[src/rtl/msc_pkg.sv]
package msc_pkg;

   // Control word bit positions (decoded by host software)
   localparam int CTL_RING    = 15;
   localparam int CTL_CAR     = 14;
   localparam int CTL_CTS     = 13;
   localparam int CTL_SRX     = 12;
   localparam int CTL_CLRSCAN = 11;
   localparam int CTL_CLRMUX  = 10;
   localparam int CTL_MAINT   = 9;
   localparam int CTL_STEP    = 8;
   localparam int CTL_DONE    = 7;
   localparam int CTL_IE      = 6;
   localparam int CTL_SE      = 5;
   localparam int CTL_BUSY    = 4;
   localparam int CTL_LINE_W  = 4;

   // Line status word bit positions
   localparam int LS_LE   = 0;
   localparam int LS_DTR  = 1;
   localparam int LS_RTS  = 2;
   localparam int LS_STX  = 3;
   localparam int LS_SRX  = 4;
   localparam int LS_CTS  = 5;
   localparam int LS_CAR  = 6;
   localparam int LS_RING = 7;

   // Observed modem signals; packed order matches control bits 15:12
   // and line status bits 7:4.
   typedef struct packed {
      logic ring;
      logic car;
      logic cts;
      logic srx;
   } mdm_sig_t;

   // Driven modem signals; packed order matches line status bits 3:0.
   typedef struct packed {
      logic stx;
      logic rts;
      logic dtr;
      logic le;
   } mdm_drv_t;

endpackage

[src/rtl/msc_sync.sv]
module msc_sync #(
   parameter int W      = 4,
   parameter int STAGES = 2
) (
   input  logic         clk,
   input  logic         rst_n,
   input  logic [W-1:0] d,
   output logic [W-1:0] q
);

   if (STAGES < 2) begin : g_bad_stages
      $error("msc_sync: STAGES must be at least 2");
   end
   if (W < 1) begin : g_bad_width
      $error("msc_sync: W must be positive");
   end

   logic [W-1:0] chain_q [STAGES];

   always_ff @(posedge clk or negedge rst_n) begin
      if (!rst_n) begin
         for (int i = 0; i < STAGES; i++) chain_q[i] <= '0;
      end else begin
         chain_q[0] <= d;
         for (int i = 1; i < STAGES; i++) chain_q[i] <= chain_q[i-1];
      end
   end

   assign q = chain_q[STAGES-1];

endmodule

[src/rtl/msc_line_ctrl.sv]
module msc_line_ctrl
   import msc_pkg::*;
#(
   parameter int LINES = 16,
   parameter int IDX_W = 4
) (
   input  logic             clk,
   input  logic             rst_n,
   input  logic             wr_req,
   input  logic             busy,
   input  logic             clr_all,
   input  logic [IDX_W-1:0] sel,
   input  mdm_drv_t         wr_val,
   output logic [LINES-1:0] le_o,
   output logic [LINES-1:0] dtr_o,
   output logic [LINES-1:0] rts_o,
   output logic [LINES-1:0] stx_o,
   output mdm_drv_t         sel_val
);

   mdm_drv_t drv_all [LINES];
   logic     wr_ok;

   assign wr_ok = wr_req && !busy;

   for (genvar g = 0; g < LINES; g++) begin : g_line
      mdm_drv_t drv_q;

      always_ff @(posedge clk or negedge rst_n) begin
         if (!rst_n) begin
            drv_q <= '0;
         end else if (clr_all) begin
            drv_q <= '0;
         end else if (wr_ok && (sel == IDX_W'(g))) begin
            drv_q <= wr_val;
         end
      end

      assign drv_all[g] = drv_q;
      assign le_o[g]    = drv_q.le;
      assign dtr_o[g]   = drv_q.dtr;
      assign rts_o[g]   = drv_q.rts;
      assign stx_o[g]   = drv_q.stx;
   end

   assign sel_val = drv_all[sel];

   // a status write during busy leaves every output untouched
   assert_busy_write_ignored_R8 : assert property (
      @(posedge clk) disable iff (!rst_n)
      (wr_req && busy && !clr_all) |=>
         ($stable(le_o) && $stable(dtr_o) && $stable(rts_o) && $stable(stx_o)));

   // clearing all lines empties every output
   assert_clear_all_R9 : assert property (
      @(posedge clk) disable iff (!rst_n)
      clr_all |=> (le_o == '0 && dtr_o == '0 && rts_o == '0 && stx_o == '0));

endmodule

[src/rtl/msc_scanner.sv]
module msc_scanner
   import msc_pkg::*;
#(
   parameter int LINES = 16,
   parameter int IDX_W = 4
) (
   input  logic             clk,
   input  logic             rst_n,
   input  logic             scan_en,
   input  logic             ctl_wr,
   input  logic             wr_se,
   input  logic             wr_step,
   input  logic [IDX_W-1:0] wr_line,
   input  logic             clr_scan,
   input  mdm_sig_t         seen [LINES],
   output logic [IDX_W-1:0] ptr,
   output logic             done,
   output mdm_sig_t         flags
);

   localparam logic [IDX_W-1:0] PTR_ONE = IDX_W'(1);

   mdm_sig_t         copy_q [LINES];
   logic [IDX_W-1:0] ptr_q;
   logic             done_q;
   mdm_sig_t         flags_q;

   mdm_sig_t cur;
   mdm_sig_t diff;
   logic     hit;
   logic     scan_live;

   always_comb begin
      cur       = seen[ptr_q];
      diff      = cur ^ copy_q[ptr_q];
      hit       = |diff;
      scan_live = scan_en && !done_q;
   end

   always_ff @(posedge clk or negedge rst_n) begin
      if (!rst_n) begin
         ptr_q   <= '0;
         done_q  <= 1'b0;
         flags_q <= '0;
         for (int i = 0; i < LINES; i++) copy_q[i] <= '0;
      end else if (clr_scan) begin
         ptr_q   <= '0;
         done_q  <= 1'b0;
         flags_q <= '0;
         for (int i = 0; i < LINES; i++) copy_q[i] <= seen[i];
      end else if (ctl_wr) begin
         // host access wins over a same-cycle detection
         done_q  <= 1'b0;
         flags_q <= '0;
         if (!wr_se) begin
            ptr_q <= wr_step ? (ptr_q + PTR_ONE) : wr_line;
         end
      end else if (scan_live) begin
         if (hit) begin
            done_q         <= 1'b1;
            flags_q        <= diff;
            copy_q[ptr_q]  <= cur;
         end else begin
            ptr_q <= ptr_q + PTR_ONE;
         end
      end
   end

   assign ptr   = ptr_q;
   assign done  = done_q;
   assign flags = flags_q;

   // a report carries at least one flag
   assert_report_has_flag_R2 : assert property (
      @(posedge clk) disable iff (!rst_n)
      $rose(done_q) |-> (flags_q != '0));

   // the pointer stays parked on the reported line until the host acts
   assert_park_on_report_R2 : assert property (
      @(posedge clk) disable iff (!rst_n)
      (done_q && !ctl_wr && !clr_scan) |=> ($stable(ptr_q) && done_q));

   // a control write in the same cycle suppresses the detection
   assert_write_beats_scan_R12 : assert property (
      @(posedge clk) disable iff (!rst_n)
      ctl_wr |=> !done_q);

   // step advances the pointer by exactly one
   assert_step_advance_R6 : assert property (
      @(posedge clk) disable iff (!rst_n)
      (ctl_wr && !clr_scan && !wr_se && wr_step) |=>
         (ptr_q == $past(ptr_q) + PTR_ONE));

endmodule

[src/rtl/modem_scan_ctrl.sv]
module modem_scan_ctrl
   import msc_pkg::*;
#(
   parameter int LINES        = 16,
   parameter int SYNC_STAGES  = 2,
   parameter bit HAS_LOOPBACK = 1'b1
) (
   input  logic             clk,
   input  logic             rst_n,
   input  logic             bus_wr,
   input  logic             bus_addr,
   input  logic [15:0]      bus_wdata,
   output logic [15:0]      bus_rdata,
   input  logic [LINES-1:0] car_in,
   input  logic [LINES-1:0] cts_in,
   input  logic [LINES-1:0] ring_in,
   input  logic [LINES-1:0] srx_in,
   output logic [LINES-1:0] dtr_out,
   output logic [LINES-1:0] rts_out,
   output logic [LINES-1:0] stx_out,
   output logic [LINES-1:0] len_out,
   output logic             irq
);

   localparam int IDX_W  = $clog2(LINES);
   localparam int SYNC_W = 4 * LINES;

   if (LINES < 2 || LINES > (1 << CTL_LINE_W)) begin : g_bad_lines
      $error("modem_scan_ctrl: LINES must lie between 2 and 16");
   end
   if ((1 << IDX_W) != LINES) begin : g_bad_pow2
      $error("modem_scan_ctrl: LINES must be a power of two");
   end

   // ---------------- register access decode ----------------
   logic ctl_wr, lsr_wr, clr_mux, clr_scan;
   assign ctl_wr   = bus_wr && !bus_addr;
   assign lsr_wr   = bus_wr &&  bus_addr;
   assign clr_mux  = ctl_wr && bus_wdata[CTL_CLRMUX];
   assign clr_scan = ctl_wr && bus_wdata[CTL_CLRSCAN];

   logic ie_q, se_q, maint_q, se_tail_q, busy;

   always_ff @(posedge clk or negedge rst_n) begin
      if (!rst_n) begin
         ie_q      <= 1'b0;
         se_q      <= 1'b0;
         maint_q   <= 1'b0;
         se_tail_q <= 1'b0;
      end else begin
         se_tail_q <= se_q;
         if (ctl_wr) begin
            ie_q    <= bus_wdata[CTL_IE];
            se_q    <= bus_wdata[CTL_SE];
            maint_q <= bus_wdata[CTL_MAINT];
         end
      end
   end

   assign busy = se_q || se_tail_q;

   // ---------------- input synchronisation ----------------
   logic [SYNC_W-1:0] sync_q;
   logic [LINES-1:0]  ring_s, car_s, cts_s, srx_s;

   msc_sync #(.W(SYNC_W), .STAGES(SYNC_STAGES)) u_sync (
      .clk   (clk),
      .rst_n (rst_n),
      .d     ({ring_in, car_in, cts_in, srx_in}),
      .q     (sync_q)
   );

   assign {ring_s, car_s, cts_s, srx_s} = sync_q;

   // ---------------- per-line output controls ----------------
   logic [IDX_W-1:0] ptr;
   mdm_drv_t         sel_drv;
   mdm_drv_t         lsr_wval;

   assign lsr_wval = mdm_drv_t'(bus_wdata[LS_STX:LS_LE]);

   msc_line_ctrl #(.LINES(LINES), .IDX_W(IDX_W)) u_lines (
      .clk     (clk),
      .rst_n   (rst_n),
      .wr_req  (lsr_wr),
      .busy    (busy),
      .clr_all (clr_mux),
      .sel     (ptr),
      .wr_val  (lsr_wval),
      .le_o    (len_out),
      .dtr_o   (dtr_out),
      .rts_o   (rts_out),
      .stx_o   (stx_out),
      .sel_val (sel_drv)
   );

   // ---------------- observed signals, with optional loopback ----------------
   logic     maint_eff;
   mdm_sig_t seen [LINES];

   if (HAS_LOOPBACK) begin : g_loop
      assign maint_eff = maint_q;
      for (genvar g = 0; g < LINES; g++) begin : g_seen
         assign seen[g] = maint_eff ?
            mdm_sig_t'({1'b0, dtr_out[g], rts_out[g], stx_out[g]}) :
            mdm_sig_t'({ring_s[g], car_s[g], cts_s[g], srx_s[g]});
      end
   end else begin : g_noloop
      assign maint_eff = 1'b0;
      for (genvar g = 0; g < LINES; g++) begin : g_seen
         assign seen[g] = mdm_sig_t'({ring_s[g], car_s[g], cts_s[g], srx_s[g]});
      end
   end

   // ---------------- scanner ----------------
   logic     done;
   mdm_sig_t flags;

   msc_scanner #(.LINES(LINES), .IDX_W(IDX_W)) u_scan (
      .clk      (clk),
      .rst_n    (rst_n),
      .scan_en  (se_q),
      .ctl_wr   (ctl_wr),
      .wr_se    (bus_wdata[CTL_SE]),
      .wr_step  (bus_wdata[CTL_STEP]),
      .wr_line  (bus_wdata[IDX_W-1:0]),
      .clr_scan (clr_scan),
      .seen     (seen),
      .ptr      (ptr),
      .done     (done),
      .flags    (flags)
   );

   // ---------------- read-back ----------------
   mdm_sig_t    sel_seen;
   logic [15:0] ctl_word, lsr_word;

   assign sel_seen = seen[ptr];

   always_comb begin
      ctl_word                          = '0;
      ctl_word[CTL_RING:CTL_SRX]        = flags;
      ctl_word[CTL_MAINT]               = maint_eff;
      ctl_word[CTL_DONE]                = done;
      ctl_word[CTL_IE]                  = ie_q;
      ctl_word[CTL_SE]                  = se_q;
      ctl_word[CTL_BUSY]                = busy;
      ctl_word[CTL_LINE_W-1:0]          = CTL_LINE_W'(ptr);

      lsr_word                          = '0;
      lsr_word[LS_RING:LS_SRX]          = sel_seen;
      lsr_word[LS_STX:LS_LE]            = sel_drv;
   end

   assign bus_rdata = bus_addr ? lsr_word : ctl_word;
   assign irq       = done && ie_q;

   logic unused_wdata;
   assign unused_wdata = ^{bus_wdata[15:12], bus_wdata[CTL_DONE], bus_wdata[CTL_BUSY],
                           bus_wdata[CTL_LINE_W-1:0]};

   // busy survives the cycle after scan enable is cleared
   assert_busy_tail_R4 : assert property (
      @(posedge clk) disable iff (!rst_n)
      $fell(se_q) |-> busy);

   // the interrupt falls once a control write acknowledges the report
   assert_irq_drops_on_ack_R3 : assert property (
      @(posedge clk) disable iff (!rst_n)
      (irq && ctl_wr) |=> !irq);

endmodule

[config.mk]
export PLATFORM = sky130hd
export DESIGN_NAME = modem_scan_ctrl
export DESIGN_NICKNAME = d
export VERILOG_FILES = /design/src/rtl/msc_pkg.sv /design/src/rtl/msc_sync.sv /design/src/rtl/msc_line_ctrl.sv /design/src/rtl/msc_scanner.sv /design/src/rtl/modem_scan_ctrl.sv
export SDC_FILE = /design/constraint.sdc
export NUM_CORES = 1
export LEC_CHECK = 0
export BUFFER_PORTS_ARGS = -buffer_cell sky130_fd_sc_hd__buf_2
export CORE_ASPECT_RATIO = 1.5
export CORE_MARGIN = 2
export CORE_UTILIZATION = 39
export CTS_BUF_LIST = sky130_fd_sc_hd__clkbuf_4
export DETAILED_ROUTE_END_ITERATION = 8
export MAX_ROUTING_LAYER = met4
export SLEW_MARGIN = 30
export SYNTH_ARGS = -nofsm -noshare
export SYNTH_HDL_FRONTEND = slang
export SYNTH_SLANG_ARGS = --single-unit
[constraint.sdc]
create_clock -name clk -period 9.1 [get_ports clk]
set_clock_uncertainty 0.05 [all_clocks]
set_input_delay 0 -clock clk [delete_from_list [all_inputs] [get_ports clk]]
set_output_delay 0 -clock clk [all_outputs]
set_load 0.05 [all_outputs]
After elaboration in Yosys (flattened, before gate mapping)
Cells that the tools add are included.
Word-level totals
  logic and storage cells: 295
  output and inout port bits: 81
  register bits after elaboration: 269
  input port bits: 84
Cells by class
  add/sub/neg operators: 1
  mux-type cells: 79
  eq/ne operators: 18
  bitwise logic cells: 2
  reduce and logical (&&, ||, !) cells: 53
  order comparisons: 2
Operator list (count)
  $mux W4: 65
  $mux W64: 4
  $bwmux W64: 1
  $bmux W4 S4: 3
  $reduce_bool A2 Y1: 18
  $eq A4 B4 Y1 const B: 8
  $logic_and A1 B1 Y1: 24
  $demux W4 S4: 1
  $eq A4 B3 Y1 const B: 4
  $mux W16: 1
  $eq A4 B2 Y1 const B: 2
  $reduce_and A3 Y1: 2
  $reduce_bool A3 Y1: 2
  $ge A5 B5 Y1 const B: 1
  $lt A5 B1 Y1 const B: 1
  $not A4 Y5: 1
  $add A4 B1 Y4 const B: 1
  $eq A4 B1 Y1 const B: 1
  $logic_not A4 Y1: 1
  $mux W1: 4
  $reduce_or A4 Y1: 1
  $xor A4 B4 Y4: 1
  $logic_not A1 Y1: 3
  $ne A3 B2 Y1 const B: 1
  4 further kinds: 4

Logic depth before layout (Yosys ltp)
  depth after elaboration: 10
  gate-level depth with buffers: 13
  depth with buffers taken out: 8

Hierarchy
A second synthesis with hierarchy kept.
Unflattened totals
  cells, all modules: 1185
  area, all modules: 13564.3 um2
By module, submodules not included
  msc_scanner: cells an instance 465, area an instance 4777.1 um2, times used 1, seq. area each 1826.8 um2
  msc_sync: cells an instance 192, area an instance 3683.5 um2, times used 1, seq. area each 3203.1 um2
  msc_line_ctrl: cells an instance 351, area an instance 3468.3 um2, times used 1, seq. area each 1601.5 um2
  modem_scan_ctrl: cells an instance 177, area an instance 1635.3 um2, times used 1, seq. area each 100.1 um2

Worst setup path before layout
Ideal clock, no wire load.
  kind: reg2reg
  start: register u_scan.ptr_q[0], in the netlist u_scan.ptr[0]
  end: register u_scan.ptr_q[0], in the netlist u_scan.ptr[0]
  arrival time: 2.730 ns
  setup slack: 6.220 ns
  clock period less this slack: 2.880 ns
  data required time: 8.949 ns
  stages on the path, launching flop included: 8
  library setup time: 0.101 ns
  path through: dfrtp_1 buf_4 mux4_2 mux4_2 xnor2_1 or4b_4 and2_4 o32ai_1
Between the ends
  longest elaborated chain between the ends: 8
  elaborated cells on any way between the ends: 18
RTL lines
  start: declaration: line msc_scanner.sv:24  | logic [IDX_W-1:0] ptr_q;
  start signal: assignment: line msc_scanner.sv:56  | ptr_q <= wr_step ? (ptr_q + PTR_ONE) : wr_line;
  start signal: assignment: line msc_scanner.sv:64  | ptr_q <= ptr_q + PTR_ONE;
  $not A4 Y5 (implied by the code): line msc_scanner.sv:34, msc_scanner.sv:35
  $bmux W4 S4, on equally long branches: line msc_scanner.sv:34, msc_scanner.sv:35
  $mux W4, on equally long branches (2 in series): line msc_scanner.sv:34, msc_scanner.sv:35
  $xor A4 B4 Y4: line msc_scanner.sv:35  | diff = cur ^ copy_q[ptr_q];
  $reduce_or A4 Y1: line msc_scanner.sv:36  | hit = |diff;
  $ne A3 B3 Y1 (no line)
  $reduce_and A3 Y1 (no line)
Several ways; a longest one is shown, not always the timed one. The select of a mux whose other input is x is not followed.
A chain may end at the register's enable or synchronous reset.

Final worst setup path
  start: register u_scan.ptr_q[1], in the netlist u_scan.ptr[1]
  end: register u_scan.copy_q[8] in the netlist's numbering
Between the ends
  longest elaborated chain between the ends: 10
  elaborated cells on any way between the ends: 21
RTL lines
  $not A4 Y5 (implied by the code) (*): line msc_scanner.sv:34, msc_scanner.sv:35, msc_scanner.sv:62
  $ge A5 B5 Y1 (implied by the code) or $lt A5 B1 Y1 (tied branches): line msc_scanner.sv:62  | copy_q[ptr_q] <= cur;
  $logic_and A1 B1 Y1 (implied by the code): line msc_scanner.sv:62
  $mux W4 (implied by the code): line msc_scanner.sv:62
  $demux W4 S4: line msc_scanner.sv:62
  $bwmux W64: line msc_scanner.sv:62
  $mux W64: line msc_scanner.sv:59  | if (hit) begin
  $mux W64: line msc_scanner.sv:58  | end else if (scan_live) begin
  $mux W64: line msc_scanner.sv:51  | end else if (ctl_wr) begin
  $mux W64: line msc_scanner.sv:46  | end else if (clr_scan) begin
  end signal: indexed assignment: line msc_scanner.sv:62
  end: declaration: line msc_scanner.sv:23  | mdm_sig_t copy_q [LINES];
Every way passes the cells marked *; elsewhere a longest branch is shown, timed or not. The select of a mux whose other input is x is not followed.

==> results.toml <==
[run_status]
status = "finished clean"

[sta]
grt_setup_unrepaired = "false"
setup_viol = 0
post-route-min-period_ns = 4.85
timing.fmax_mhz = 206
setup_tns_ns = 0
hold_slack_ns = 0.0369
setup_slack_after_layout_ns = 4.25
report.final.slew_viol_count = 0
final_min_period_over_clock_period = 0.533
final_report_hold_violation_count = 0
transition_time_of_the_tightest_slew_check_pin_ns = 1.03
slew_margin_rel = 0.315

[logic_synthesis]
syn-mean-instance-area_um2 = 11.6
combined_area_of_all_synthesized_cells_um2 = 11800
post_synth_main_area_contributors = "sky130_fd_sc_hd__dfrtp_1 (57%), sky130_fd_sc_hd__mux4_2 (7.4%), sky130_fd_sc_hd__o211ai_1 (5.4%)"
synth.ff_latch_count = 269
ys_async_sr_fraction = 1.00
synthFlopType = "sky130_fd_sc_hd__dfrtp_1"
yosysUniqueCellTypes = 48
synth_sequential_area_ratio = 0.570
synth_top_cell_by_area = "sky130_fd_sc_hd__dfrtp_1"
yosys_warnings = 0
synth_edf_count = 0
synth_top_cell_area_share = 0.570
postSynthCellCount = 1020

[clocking]
clock-sinks = 269
cts_max_path_buffers = 3
clkTransAtPathRegs_ns = 0.06
cts_tree = "done"
htree_levels = 3
cts_setup_buffers = 0
worstSkewPairLatency_ns = 0.75
number_of_buffers_created_by_cts = 68
cts.root.buffer_cell = "sky130_fd_sc_hd__clkbuf_4"

[die]
core.rowCount = 78
horiz_die_dim_um = 146
top_level_ports = 165
initial_utilization = 0.393
die-height_um = 217
design.die.area_um2 = 31700
core_um2 = 30100

[job]
drv_cap = 0

[power_and_ir_drop]
p_per_area_nw_per_um2 = 279
p_switching_uw = 1780
share_seq_of_total_power = 0.365
leakage_uw = 0.00658
ir_drop_mv = 0.202
combinationalPowerShare = 0.394
switching_share = 0.419
power.share.clock = 0.241
intPower_uw = 2470

[finish]
design_area_um2 = 15200
drive_above_1_share = 0.243
layout.nets = 1408
final_layout_fill_cell_count = 2781
layout-area-overhead-vs-synth_pct = 28.8
finish.utilization = 0.506

[worst_setup_path]
regToRegSetupSlack_ns = 4.25
worst_setup_path_end_kind = "flip-flop"
worst-endpoint-arrival_ns = 5.33
critPathMaxFanout = 81
timing.setup.critical_path_class = "reg -> reg"
worstPathRequired_ns = 9.58
timing.critical_path.from_type = "flip-flop"

[grt]
global_route.overflow_total = 0
grt_max_degree = 159
globalRouteTotalUtil = 0.256
number_of_antenna_violations_at_the_first_check_in_global_routing = 2
wire_length_of_the_first_global_routing_pass_mm = 60.0
number_of_global_route_vias_before_repair = 10100

[detailed_routing]
drt-pass1-iter-count = 7
vias_per_cell = 5.66
ant_nets = 0
routed-via-count = 9964
drt_drc_violations_left = 0
drt-wirelength-per-cell_um = 22.1
dr.first_iter.drc_count = 947
final_routed_wirelength_across_all_metal_layers_mm = 38.9

[place]
post-place-ws_ns = 4.49
gp_congestion = 0.928
portBuffers = 155
dpl-instance-area_um2 = 12800
detailedPlacementHpwl_mm = 25.4

[hold_path]
hold_path_class = "in -> reg"
==> power by group through the flow <==
stage / logic [uW] / clock network (uW) / registers [uW]
after global placement: 1590 / 0 / 1560
after detailed placement: 1600 / 0 / 1560
after floorplan: 1100 / 0 / 1590
final: 1680 / 1030 / 1550
after global routing: 1780 / 1120 / 1570
after CTS: 1660 / 1050 / 1540
==> critical path: stages (launching register included) <==
cell	delay, ns
sky130_fd_sc_hd__dfrtp_1	0.85
sky130_fd_sc_hd__buf_4	0.52
sky130_fd_sc_hd__and2_1	0.61
sky130_fd_sc_hd__a22oi_1	0.15
sky130_fd_sc_hd__nand3_1	0.20
sky130_fd_sc_hd__nand4_1	0.27
sky130_fd_sc_hd__xor2_1	0.30
sky130_fd_sc_hd__nor4_4	0.42
sky130_fd_sc_hd__buf_4	0.69
sky130_fd_sc_hd__or2_1	0.32
sky130_fd_sc_hd__o221ai_1	0.15
==> path summary, 6_finish.rpt <==
path | cells past startpoint | endpoint | from
min reg2reg | 0 | u_sync.q[9] | u_sync.chain_q[73]
min | 3 | u_scan.flags[1] | bus_addr
max | 10 | u_scan.copy_q[8] | u_scan.ptr[1]
min in group asynchronous | 4 | u_lines.rts_o[13] | rst_n
max reg2reg | 10 | u_scan.copy_q[8] | u_scan.ptr[1]
max in group asynchronous | 4 | u_sync.q[54] | rst_n
==> synth_stat cells (all sizes together), types with 4 or more instances <==
cell type  number
dfrtp         269
nand2         143
o211ai         85
a21oi          82
nand3          75
clkbuf         55
mux2i          53
o221ai         50
mux4           39
buf            35
a22oi          21
or2            16
nor2           12
nor2b          12
and2           11
o21ai           9
nand2b          6
inv             5
nor3            5
ha              4
==> metal layers <==
| metal | track usage | up-vias | share of wire |
|---|---|---|---|
| met4 | 0.120 | 0 | 0.045 |
| met2 | 0.406 | 441 | 0.49 |
| met1 | 0.311 | 4987 | 0.40 |
| li1 | - | 4435 | - |
| met3 | 0.0612 | 101 | 0.069 |
| met5 | - | - | 0 |
==> cells in the final DEF (no fill, tap or decap), types with 9 or more instances in the layout <==
| cell | Yosys | final |
|---|---|---|
| sky130_fd_sc_hd__buf_2 | 18 | 154 |
| sky130_fd_sc_hd__and2_1 | 10 | 9 |
| sky130_fd_sc_hd__dfrtp_1 | 269 | 267 |
| sky130_fd_sc_hd__nor2_1 | 12 | 11 |
| sky130_fd_sc_hd__a21oi_1 | 82 | 82 |
| sky130_fd_sc_hd__mux2i_1 | 53 | 53 |
| sky130_fd_sc_hd__nand2_1 | 143 | 142 |
| sky130_fd_sc_hd__nor2b_1 | 12 | 10 |
| sky130_fd_sc_hd__or2_2 | 9 | 9 |
| sky130_fd_sc_hd__dlygate4sd3_1 | 0 | 151 |
| sky130_fd_sc_hd__a22oi_1 | 21 | 21 |
| sky130_fd_sc_hd__mux4_2 | 39 | 39 |
| sky130_fd_sc_hd__o211ai_1 | 85 | 85 |
| sky130_fd_sc_hd__buf_4 | 7 | 10 |
| sky130_fd_sc_hd__o221ai_1 | 50 | 50 |
| sky130_fd_sc_hd__nand3_1 | 75 | 75 |
| sky130_fd_sc_hd__clkbuf_4 | 0 | 97 |
==> state kept, by name (all words and copies together) (netlist names) <==
name / flops
u_lines.dtr_o: 16
ie_q: 1
se_tail_q: 1
u_scan.ptr: 4
u_scan.flags: 4
u_lines.le_o: 16
u_scan.copy_q: 64
se_q: 1
u_lines.stx_o: 16
u_lines.rts_o: 16
maint_eff: 1
u_sync.chain_q: 64
u_scan.done: 1
u_sync.q: 64
==> cell type report <==
cell class	count	area, um^2	share of cell area
inverter	6	22.5	0.00148
antenna	2	5.00	0.000329
clock buffer	97	728	0.0478
sequential	269	6730	0.442
clock inverter	11	95.1	0.00625
tap	400	500	0.0329
multi-input combinational	657	4710	0.310
timing repair buffer	318	2420	0.159
==> through the flow <==
step	cells	total power (uW)
6_report	1760	4250
5_1_grt	1760	4470
4_1_cts	1758	4250
3_5_place_dp	1498	3160
3_3_place_gp	1498	3150
2_1_floorplan	1022	2680
==> logic make-up (layout without fill, tap and decap cells) <==
| kind of cell | after synthesis | count (layout) | synth area share |
|---|---|---|---|
| fa+ha+maj | 4 | 4 | 0.00424 |
| other cells | 1 | 5 | 0.000317 |
| mux | 93 | 93 | 0.120 |
| xor+xnor | 3 | 3 | 0.00222 |
| compound gates | 263 | 263 | 0.154 |
| simple gates | 291 | 291 | 0.115 |
| flops | 269 | 269 | 0.570 |
| buf+inv | 96 | 432 | 0.0346 |
==> timing repair <==
item	CTS	global route
resized for setup	0	0
endpoints found under the hold margin	278	0
hold buffers	152	0
Power figures use the tool's default switching activity.
